`src/rtl/mbar_pkg.sv`:
```
package mbar_pkg;

   localparam int unsigned MAX_ADDR_W = 32;
   localparam int unsigned PF_BIT     = 3;

   // 1 when every set bit in the low n bits has all bits above it (up to n-1) set
   function automatic logic top_run_ok(logic [MAX_ADDR_W-1:0] m, int unsigned n);
      logic ok;
      ok = 1'b1;
      for (int i = 0; i < MAX_ADDR_W - 1; i++) begin
         if ((i + 1) < n && m[i] && !m[i+1]) ok = 1'b0;
      end
      return ok;
   endfunction

endpackage

```
`src/rtl/mbar_setup_reg.sv`:
```
module mbar_setup_reg
   import mbar_pkg::*;
#(
   parameter int unsigned ADDR_W   = 32,
   parameter int unsigned PAGE_LSB = 12,
   localparam int unsigned BASE_W  = ADDR_W - PAGE_LSB
) (
   input  logic              clk,
   input  logic              rst_n,
   input  logic              lock_i,
   input  logic              ld_i,
   input  logic [ADDR_W-1:0] ld_data_i,
   output logic [BASE_W-1:0] mask_o,
   output logic              en_o,
   output logic              pf_o,
   output logic              err_o
);

   logic [BASE_W-1:0] mask_q;
   logic              pf_q;
   logic              unused_ld;

   assign unused_ld = ^{ld_data_i[PAGE_LSB-1:PF_BIT+1], ld_data_i[PF_BIT-1:0]};

   always_ff @(posedge clk or negedge rst_n) begin
      if (!rst_n) begin
         mask_q <= '0;
         pf_q   <= 1'b0;
      end else if (ld_i && lock_i) begin
         mask_q <= ld_data_i[ADDR_W-1:PAGE_LSB];
         pf_q   <= ld_data_i[PF_BIT];
      end
   end

   assign mask_o = mask_q;
   assign en_o   = mask_q[BASE_W-1];
   assign pf_o   = pf_q;
   assign err_o  = !top_run_ok(MAX_ADDR_W'(mask_q), BASE_W);


   setup_hold_chk: assert property (@(posedge clk) disable iff (!rst_n)
      !lock_i |=> $stable(mask_q) && $stable(pf_q));

endmodule

```
`src/rtl/mbar_base_reg.sv`:
```
module mbar_base_reg #(
   parameter int unsigned BASE_W = 20
) (
   input  logic              clk,
   input  logic              rst_n,
   input  logic              lock_i,
   input  logic              we_i,
   input  logic [BASE_W-1:0] wdata_i,
   input  logic [BASE_W-1:0] mask_i,
   output logic [BASE_W-1:0] base_o
);

   logic [BASE_W-1:0] base_q;

   always_ff @(posedge clk or negedge rst_n) begin
      if (!rst_n)                base_q <= '0;
      else if (we_i && !lock_i)  base_q <= wdata_i & mask_i;
   end

   assign base_o = base_q;


   base_lock_chk: assert property (@(posedge clk) disable iff (!rst_n)
      lock_i |=> $stable(base_q));

endmodule

```
`src/rtl/mbar_hit_cmp.sv`:
```
module mbar_hit_cmp #(
   parameter int unsigned BASE_W  = 20,
   parameter bit          REG_HIT = 1'b1
) (
   input  logic              clk,
   input  logic              rst_n,
   input  logic              vld_i,
   input  logic [BASE_W-1:0] page_i,
   input  logic [BASE_W-1:0] base_i,
   input  logic [BASE_W-1:0] mask_i,
   input  logic              en_i,
   output logic              hit_o
);

   logic match;

   assign match = vld_i && en_i && (((page_i ^ base_i) & mask_i) == '0);

   generate
      if (REG_HIT) begin : g_reg
         logic hit_q;
         always_ff @(posedge clk or negedge rst_n) begin
            if (!rst_n) hit_q <= 1'b0;
            else        hit_q <= match;
         end
         assign hit_o = hit_q;


         hit_src_chk: assert property (@(posedge clk) disable iff (!rst_n)
            hit_q |-> $past(vld_i && en_i));
      end else begin : g_comb
         assign hit_o = match;

         hit_en_chk: assert property (@(posedge clk) disable iff (!rst_n)
            hit_o |-> en_i && vld_i);
      end
   endgenerate

endmodule

```
`src/rtl/mask_bar_decoder.sv`:
```
module mask_bar_decoder
   import mbar_pkg::*;
#(
   parameter int unsigned ADDR_W   = 32,
   parameter int unsigned PAGE_LSB = 12,
   parameter bit          REG_HIT  = 1'b1
) (
   input  logic              clk,
   input  logic              rst_n,
   input  logic              lockout,
   input  logic              setup_we,
   input  logic [ADDR_W-1:0] setup_wdata,
   input  logic              cfg_we,
   input  logic [ADDR_W-1:0] cfg_wdata,
   output logic [ADDR_W-1:0] cfg_rdata,
   input  logic              addr_vld,
   input  logic [ADDR_W-1:0] addr,
   output logic              hit,
   output logic              cfg_err
);

   localparam int unsigned BASE_W = ADDR_W - PAGE_LSB;
   localparam int unsigned GAP_W  = PAGE_LSB - PF_BIT - 1;

   generate
      if (ADDR_W > MAX_ADDR_W) begin : g_bad_width
         $error("mask_bar_decoder: ADDR_W above supported maximum");
      end
      if (PAGE_LSB < PF_BIT + 2 || PAGE_LSB >= ADDR_W) begin : g_bad_page
         $error("mask_bar_decoder: PAGE_LSB out of range");
      end
   endgenerate

   logic [BASE_W-1:0] mask;
   logic [BASE_W-1:0] base;
   logic              en;
   logic              pf;
   logic              unused_bits;

   assign unused_bits = ^{cfg_wdata[PAGE_LSB-1:0], addr[PAGE_LSB-1:0]};

   mbar_setup_reg #(.ADDR_W(ADDR_W), .PAGE_LSB(PAGE_LSB)) u_setup (
      .clk       (clk),
      .rst_n     (rst_n),
      .lock_i    (lockout),
      .ld_i      (setup_we),
      .ld_data_i (setup_wdata),
      .mask_o    (mask),
      .en_o      (en),
      .pf_o      (pf),
      .err_o     (cfg_err)
   );

   mbar_base_reg #(.BASE_W(BASE_W)) u_base (
      .clk     (clk),
      .rst_n   (rst_n),
      .lock_i  (lockout),
      .we_i    (cfg_we),
      .wdata_i (cfg_wdata[ADDR_W-1:PAGE_LSB]),
      .mask_i  (mask),
      .base_o  (base)
   );

   mbar_hit_cmp #(.BASE_W(BASE_W), .REG_HIT(REG_HIT)) u_hit (
      .clk    (clk),
      .rst_n  (rst_n),
      .vld_i  (addr_vld),
      .page_i (addr[ADDR_W-1:PAGE_LSB]),
      .base_i (base),
      .mask_i (mask),
      .en_i   (en),
      .hit_o  (hit)
   );

   always_comb begin
      if (lockout || !en) cfg_rdata = '0;
      else cfg_rdata = {base & mask, {GAP_W{1'b0}}, pf, 3'b000};
   end


   rd_lock_chk: assert property (@(posedge clk) disable iff (!rst_n)
      lockout |-> cfg_rdata == '0);


   rd_fixed_chk: assert property (@(posedge clk) disable iff (!rst_n)
      cfg_rdata[2:0] == 3'b000 && cfg_rdata[PAGE_LSB-1:PF_BIT+1] == '0);

endmodule

```
`config.mk`:
```
export PLATFORM = sky130hd
export DESIGN_NAME = mask_bar_decoder
export DESIGN_NICKNAME = d
export VERILOG_FILES = /design/src/rtl/mbar_pkg.sv /design/src/rtl/mbar_setup_reg.sv /design/src/rtl/mbar_base_reg.sv /design/src/rtl/mbar_hit_cmp.sv /design/src/rtl/mask_bar_decoder.sv
export SDC_FILE = /design/constraint.sdc
export NUM_CORES = 1
export LEC_CHECK = 0
export BUFFER_PORTS_ARGS = -buffer_cell sky130_fd_sc_hd__buf_2
export CAP_MARGIN = 20
export CORE_ASPECT_RATIO = 1.75
export CORE_MARGIN = 2
export CORE_UTILIZATION = 45
export CTS_BUF_LIST = sky130_fd_sc_hd__clkbuf_4
export CTS_CLUSTER_SIZE = 20
export DETAILED_ROUTE_END_ITERATION = 8
export PLACE_DENSITY_LB_ADDON = 0.25
export SYNTH_ARGS = -nofsm -noshare
export SYNTH_HDL_FRONTEND = slang
export SYNTH_SLANG_ARGS = --single-unit
export TNS_END_PERCENT = 30
```
`constraint.sdc`:
```
create_clock -name clk -period 1.4 [get_ports clk]
set_input_delay 0.14 -clock clk [delete_from_list [all_inputs] [get_ports clk]]
set_output_delay 0.14 -clock clk [all_outputs]
set_load 0.02 [all_outputs]
```
==> results of run 1 <==
## power by group
part | switching (mW) | leakage (nW) | internal, mW | total [mW]
sequential | 0.176 | 0.520 | 1.38 | 1.56
clock | 0.407 | 0.0450 | 0.370 | 0.777
combinational | 0.424 | 1.09 | 0.468 | 0.891
total | 1.01 | 1.65 | 2.22 | 3.23
## flip-flops by register name, summed over array words and instances (netlist names)
register and flops:
u_base.base_o 20, u_setup.mask_o 20, u_hit.hit_o 1, u_setup.pf_o 1
## logic make-up after synthesis
kind of cell    synth area share (%)
flops                           47.2
compound gates                  11.1
mux                             11.1
buf+inv                         6.02
simple gates                    16.5
xor+xnor                        7.87
other cells                    0.169
## cell usage after synthesis (all sizes together)
cell type	n	share of area, %
inv	5	0.84
and3	19	5.4
and2	2	0.56
o21ai	21	4.7
buf	13	4.2
o221ai	1	0.67
a21oi	5	1.1
mux2	21	11
a31o	1	0.39
xnor2	2	0.79
and2b	1	0.34
a211oi	1	0.34
xor2	18	7.1
dfrtp	42	47
conb	1	0.17
o22ai	1	0.28
mux2i	1	0.45
clkbuf	6	1.0
nor2	4	0.67
a221oi	1	0.39
a22oi	8	3.1
nand4	2	0.56
nor4	3	1.1
nand2	45	7.6
nand2b	1	0.28
## repair_timing
item                                    4_1_cts  5_1_grt
endpoints found under the hold margin        27        5
pin swaps                                     5        4
hold buffers                                  8        5
gates resized for setup                      20       20
cloned                                        1        1
endpoints found under the setup margin       22       22
setup buffers                                 5        0
## per-stage QoR
step | TNS, ps | utilization [%]
after global routing | -5990 | 67.4
after global placement | 0 | 59.1
after floorplan | 0 | -
after CTS | -4120 | 64.8
final | -4450 | 67.4
after detailed placement | 0 | 59.1
## worst max-delay path by stage
stage               cells past startpoint       to  slack, ps
finish                                  5  cfg_err       -260
global route                            5  cfg_err       -430
CTS                                     5  cfg_err       -260
detailed placement                      5  cfg_err        130
global placement                        4  cfg_err        110
floorplan                               4  cfg_err        200
## worst max-delay path, delay by kind of cell (launching register included)
family | cells | cell delay, ps
AO/OA/AOI/OAI | 1 | 50
buffers and inverters | 1 | 160
flip-flops | 1 | 430
AND/OR/NAND/NOR | 3 | 520
## metal layers
| layer | GRT usage (%) | up-vias |
|---|---|---|
| met5 | 0 | - |
| met4 | 7.33 | 0 |
| met3 | 4.14 | 10 |
| met2 | 41.2 | 62 |
| met1 | 25.3 | 961 |
| li1 | - | 991 |
## final cells by class
| class | count | share of cell area, % |
|---|---|---|
| clock buffer | 5 | 1.18 |
| multi-input combinational | 169 | 35.4 |
| inverter | 5 | 0.592 |
| tap | 52 | 2.05 |
| clock inverter | 3 | 1.26 |
| timing repair buffer | 124 | 26.3 |
| sequential | 42 | 33.3 |
==> out/results.txt, run 1 <==
status: complete, but fails checks
failing checks: negative setup slack
Required @ worst endpoint: 1260 ps
Final setup viols: 22
f_max: 0.603 GHz
Slew headroom: 65.6%
n_diodes: 0
Top Layer Used: met4
Setup Skew: 11.2 ps
area grow syn2layout: 42.6%
commonest non-fill, non-tap cells in the layout: 78 x buf_2, 45 x nand2_1, 39 x dfrtp_1
Synth Area per Inst: 9.89 µm²
H-tree lvl count: 2
Vias: 2024
I/O Buffers: 89
CP peak stage delay: 430 ps
synthesized instance count: 225
HP Start: cfg_wdata[20]
worst-path maximum fanout: 3
initial DRC count: 70
R2R setup slack: 150 ps
Core ar.: 0.00471 mm²
Final nets: 449
power density over cell area: 1020 mW/mm²
Reg2Reg Depth: 4
metal2 WL: 3.30 mm
Crit Path Class: flop to output port
CP startpoint: u_setup.mask_o[15]$_DFFE_PN0P_
Final Critical Period: 1660 ps
total grt overflow: 0
Die ar.: 0.00554 mm²
Met3 Wirelength: 285 µm
Max Root-Sink Buffers: 2
commonest non-fill, non-tap cell in the layout: buf_2
final hold slack: 6.10 ps
reg2reg start: u_base.base_o[7]$_DFFE_PN0P_
Die Ht: 97.0 µm
Placed Area: 0.00278 mm²
Vias/cell: 5.06
cell area after layout: 0.00317 mm²
Syn. warnings: 0
GRT Overall Usage: 22.5%
Non-Filler Instances: 400
FP Rows: 33
Die X: 57.2 µm
Starting Density: 47.3%
largest net degree at the start of global routing: 23
Final WS setup: -258 ps
DP Cell Count: 372
sequential share of the synthesized area: 47.2%
Hold Path Class: primary input to flop
actual slew at the worst max-slew pin: 516 ps
Max Slew Vio Count: 0
Register Area: 0.00105 mm²
Worst Path Arrival: 1520 ps
Hold Vio Cnt, Final: 0
Leak: 1.65 nW
area taken by multi-input logic gates: 0.00112 mm²
Clock Sinks: 42
CTS tree: yes
clock-pin transition on the worst setup and hold timing paths: 130 ps
Synth cell types: 29
share of cells above drive strength 1: 45.4%
maxcap violations: 0
reg-to-reg endpoint: u_hit.hit_o$_DFF_PN0_
CTS Buf Count: 5
drt total wl: 6.03 mm
initial antenna violation count: 0
detailed placement HPWL: 4.36 mm
worst-skew pair later-pin latency: 360 ps
crit end category: output port
Cell Chain, Critical Path: nor2_1, a21oi_1, nor4_1, nand4_1, buf_6
vias in the first global route: 2001
post-route DRC violation count: 0
WL per Instance: 15.1 µm
Met1 Routed Length: 2.31 mm
first-pass GRT wire length: 9.58 mm
Worst path slowest cell: dfrtp_1
# IOs: 136
clock root buffer: clkbuf_4
Cell Area, Synth: 0.00222 mm²
Final period util: 118%
RSZ-0062 raised after global routing: yes
flops & latches, synth: 42
Min-Delay Endpoint: u_base.base_o[8]$_DFFE_PN0P_
total power: 3.23 mW
GP Congestion: 0.795
DR pass1 iterations: 4
Hold Path Cell Cnt: 3
Post-Place Setup Slack: 129 ps
ANT nets after route: 0
# fillers: 409
VDD IR max: 0.811 mV
Critical Path Source Type: flop
Note: power is estimated with default switching activity, not from simulation.
==> run 2, diff against run 1 <==
--- a/config.mk
+++ b/config.mk
@@ -7,7 +7,6 @@
 export LEC_CHECK = 0
 export BUFFER_PORTS_ARGS = -buffer_cell sky130_fd_sc_hd__buf_2
 export CAP_MARGIN = 20
-export CORE_ASPECT_RATIO = 1.75
 export CORE_MARGIN = 2
 export CORE_UTILIZATION = 45
 export CTS_BUF_LIST = sky130_fd_sc_hd__clkbuf_4
==> out/results.txt, run 2 (synthesized netlist as in run 1, its figures left out) <==
status: complete, but fails checks
failing checks: negative setup slack
power density over cell area: 958 mW/mm² (-5.9%)
Final Critical Period: 1680 ps (+20.6 ps)
Cell Chain, Critical Path: nor4_1, a31o_2, nand4_1, buf_4
VDD IR max: 0.693 mV (-14%)
Vias/cell: 4.80 (-5.2%)
Critical Path Source Type: flop
share of cells above drive strength 1: 43.5% (-1.9 points)
H-tree lvl count: 2 (unchanged)
clock root buffer: clkbuf_4
Final nets: 455 (+1.3%)
WL per Instance: 14.2 µm (-6.1%)
Die ar.: 0.00552 mm² (-0.40%)
commonest non-fill, non-tap cell in the layout: buf_2
Hold Vio Cnt, Final: 0 (unchanged)
reg2reg start: u_base.base_o[5]$_DFFE_PN0P_
Core ar.: 0.00475 mm² (+1.0%)
DR pass1 iterations: 4 (unchanged)
initial antenna violation count: 0 (unchanged)
Die Ht: 74.3 µm (-23%)
drt total wl: 5.97 mm (-1.1%)
I/O Buffers: 89 (unchanged)
Final Util: 68.1% (+0.67 points)
Die X: 74.3 µm (+30%)
GRT Overall Usage: 21.7% (-0.80 points)
f_max: 0.596 GHz (-1.2%)
Worst Path Arrival: 1540 ps (+20 ps)
initial DRC count: 115 (+64%)
Final period util: 120% (+1.5 points)
CTS tree: yes
crit end category: output port
RSZ-0062 raised after global routing: yes
# IOs: 136 (unchanged)
Max Root-Sink Buffers: 2 (unchanged)
vias in the first global route: 1936 (-3.2%)
final hold slack: 1.67 ps (-4.42 ps)
detailed placement HPWL: 3.89 mm (-11%)
clock-pin transition on the worst setup and hold timing paths: 130 ps (about the same)
CTS Buf Count: 5 (unchanged)
HP Start: cfg_wdata[12]
Final WS setup: -278 ps (-20.6 ps)
delay-heaviest family, CP: flip-flops
post-route DRC violation count: 0 (unchanged)
n_diodes: 0 (unchanged)
GP Congestion: 0.805 (+1.2%)
Worst path slowest cell: dfrtp_1
ANT nets after route: 0 (unchanged)
Max Slew Vio Count: 0 (unchanged)
Required @ worst endpoint: 1260 ps (about the same)
Vias: 2019 (-0.25%)
Crit Path Class: flop to output port
CP startpoint: u_setup.mask_o[4]$_DFFE_PN0P_
maxcap violations: 0 (unchanged)
Buf+Inv Stages, Crit Path: 1 (unchanged)
first-pass GRT wire length: 8.90 mm (-7.1%)
total grt overflow: 0 (unchanged)
largest net degree at the start of global routing: 43 (+87%)
CP peak stage delay: 460 ps (+30 ps)
Leak: 1.67 nW (+0.98%)
Hold Path Class: primary input to flop
Starting Density: 46.8% (-0.47 points)
Clock Sinks: 42 (unchanged)
area grow syn2layout: 45.4%
FP Rows: 25 (-24%)
Final setup viols: 22 (unchanged)
worst-path maximum fanout: 7 (+4)
worst-skew pair later-pin latency: 360 ps (about the same)
commonest non-fill, non-tap cells in the layout: 67 x buf_2, 45 x nand2_1, 41 x dfrtp_1
Setup Skew: 11.3 ps (+0.166 ps)
==> run 2: stage by stage <==
stage	cells	cell area (µm²)	setup WS (ps)	TNS [ps]	total power [mW]
after detailed placement	384	2790	-72.5	-1000	2.36
final	421	3240	-278	-2720	3.10
after global placement	384	2790	-68.4	-967	2.34
after CTS	419	3160	-287	-3200	3.08
after floorplan	235	2260	203	0	2.03
after global routing	421	3240	-410	-3870	3.27
==> run 2: layout make-up <==
type                       instances  area, µm²
fill                             389       1520
multi-input combinational        171       1130
sequential                        42       1050
timing repair buffer             128        887
tap                               67       83.8
clock buffer                       5       37.5
clock inverter                     3       21.3
inverter                           5       18.8
==> run 2: worst paths after layout <==
| kind | slack (ps) | cells past startpoint | endpoint |
|---|---|---|---|
| max | -280 | 4 | cfg_err |
| min | 2 | 3 | u_base.base_o[0]$_DFFE_PN0P_ |
| max reg2reg | 40 | 4 | u_hit.hit_o$_DFF_PN0_ |
| min reg2reg | 520 | 1 | u_setup.pf_o$_DFFE_PN0P_ |
| max in group asynchronous | 920 | 3 | u_setup.mask_o[9]$_DFFE_PN0P_ |
| min in group asynchronous | 270 | 3 | u_setup.mask_o[3]$_DFFE_PN0P_ |
==> run 2: per-layer routing <==
metal,global-route usage [%],share of wire (%)
met3,3.39,5.2
met2,37.3,47
met5,0,0
met4,7.14,1.7
met1,28.1,46
==> run 2: what timing repair did <==
item                       4_1_cts  5_1_grt
hold buffers                    20        0
setup endpoints to repair       22       23
pin swaps                        4        5
setup buffers                    7        0
cloned                           0        2
resized for setup               25       16
hold endpoints to repair        61        0
==> run 2: power breakdown <==
part / leakage [nW] / switching, mW / internal [mW] / total [mW]
clock network: 0.0312 / 0.422 / 0.195 / 0.617
logic: 1.12 / 0.445 / 0.492 / 0.937
registers: 0.522 / 0.163 / 1.38 / 1.54
total: 1.67 / 1.03 / 2.07 / 3.10
==> run 2: tightest hold or removal path, stage by stage <==
cell	delay, ps
buf_2	100
nand2_1	40
o21ai_0	60
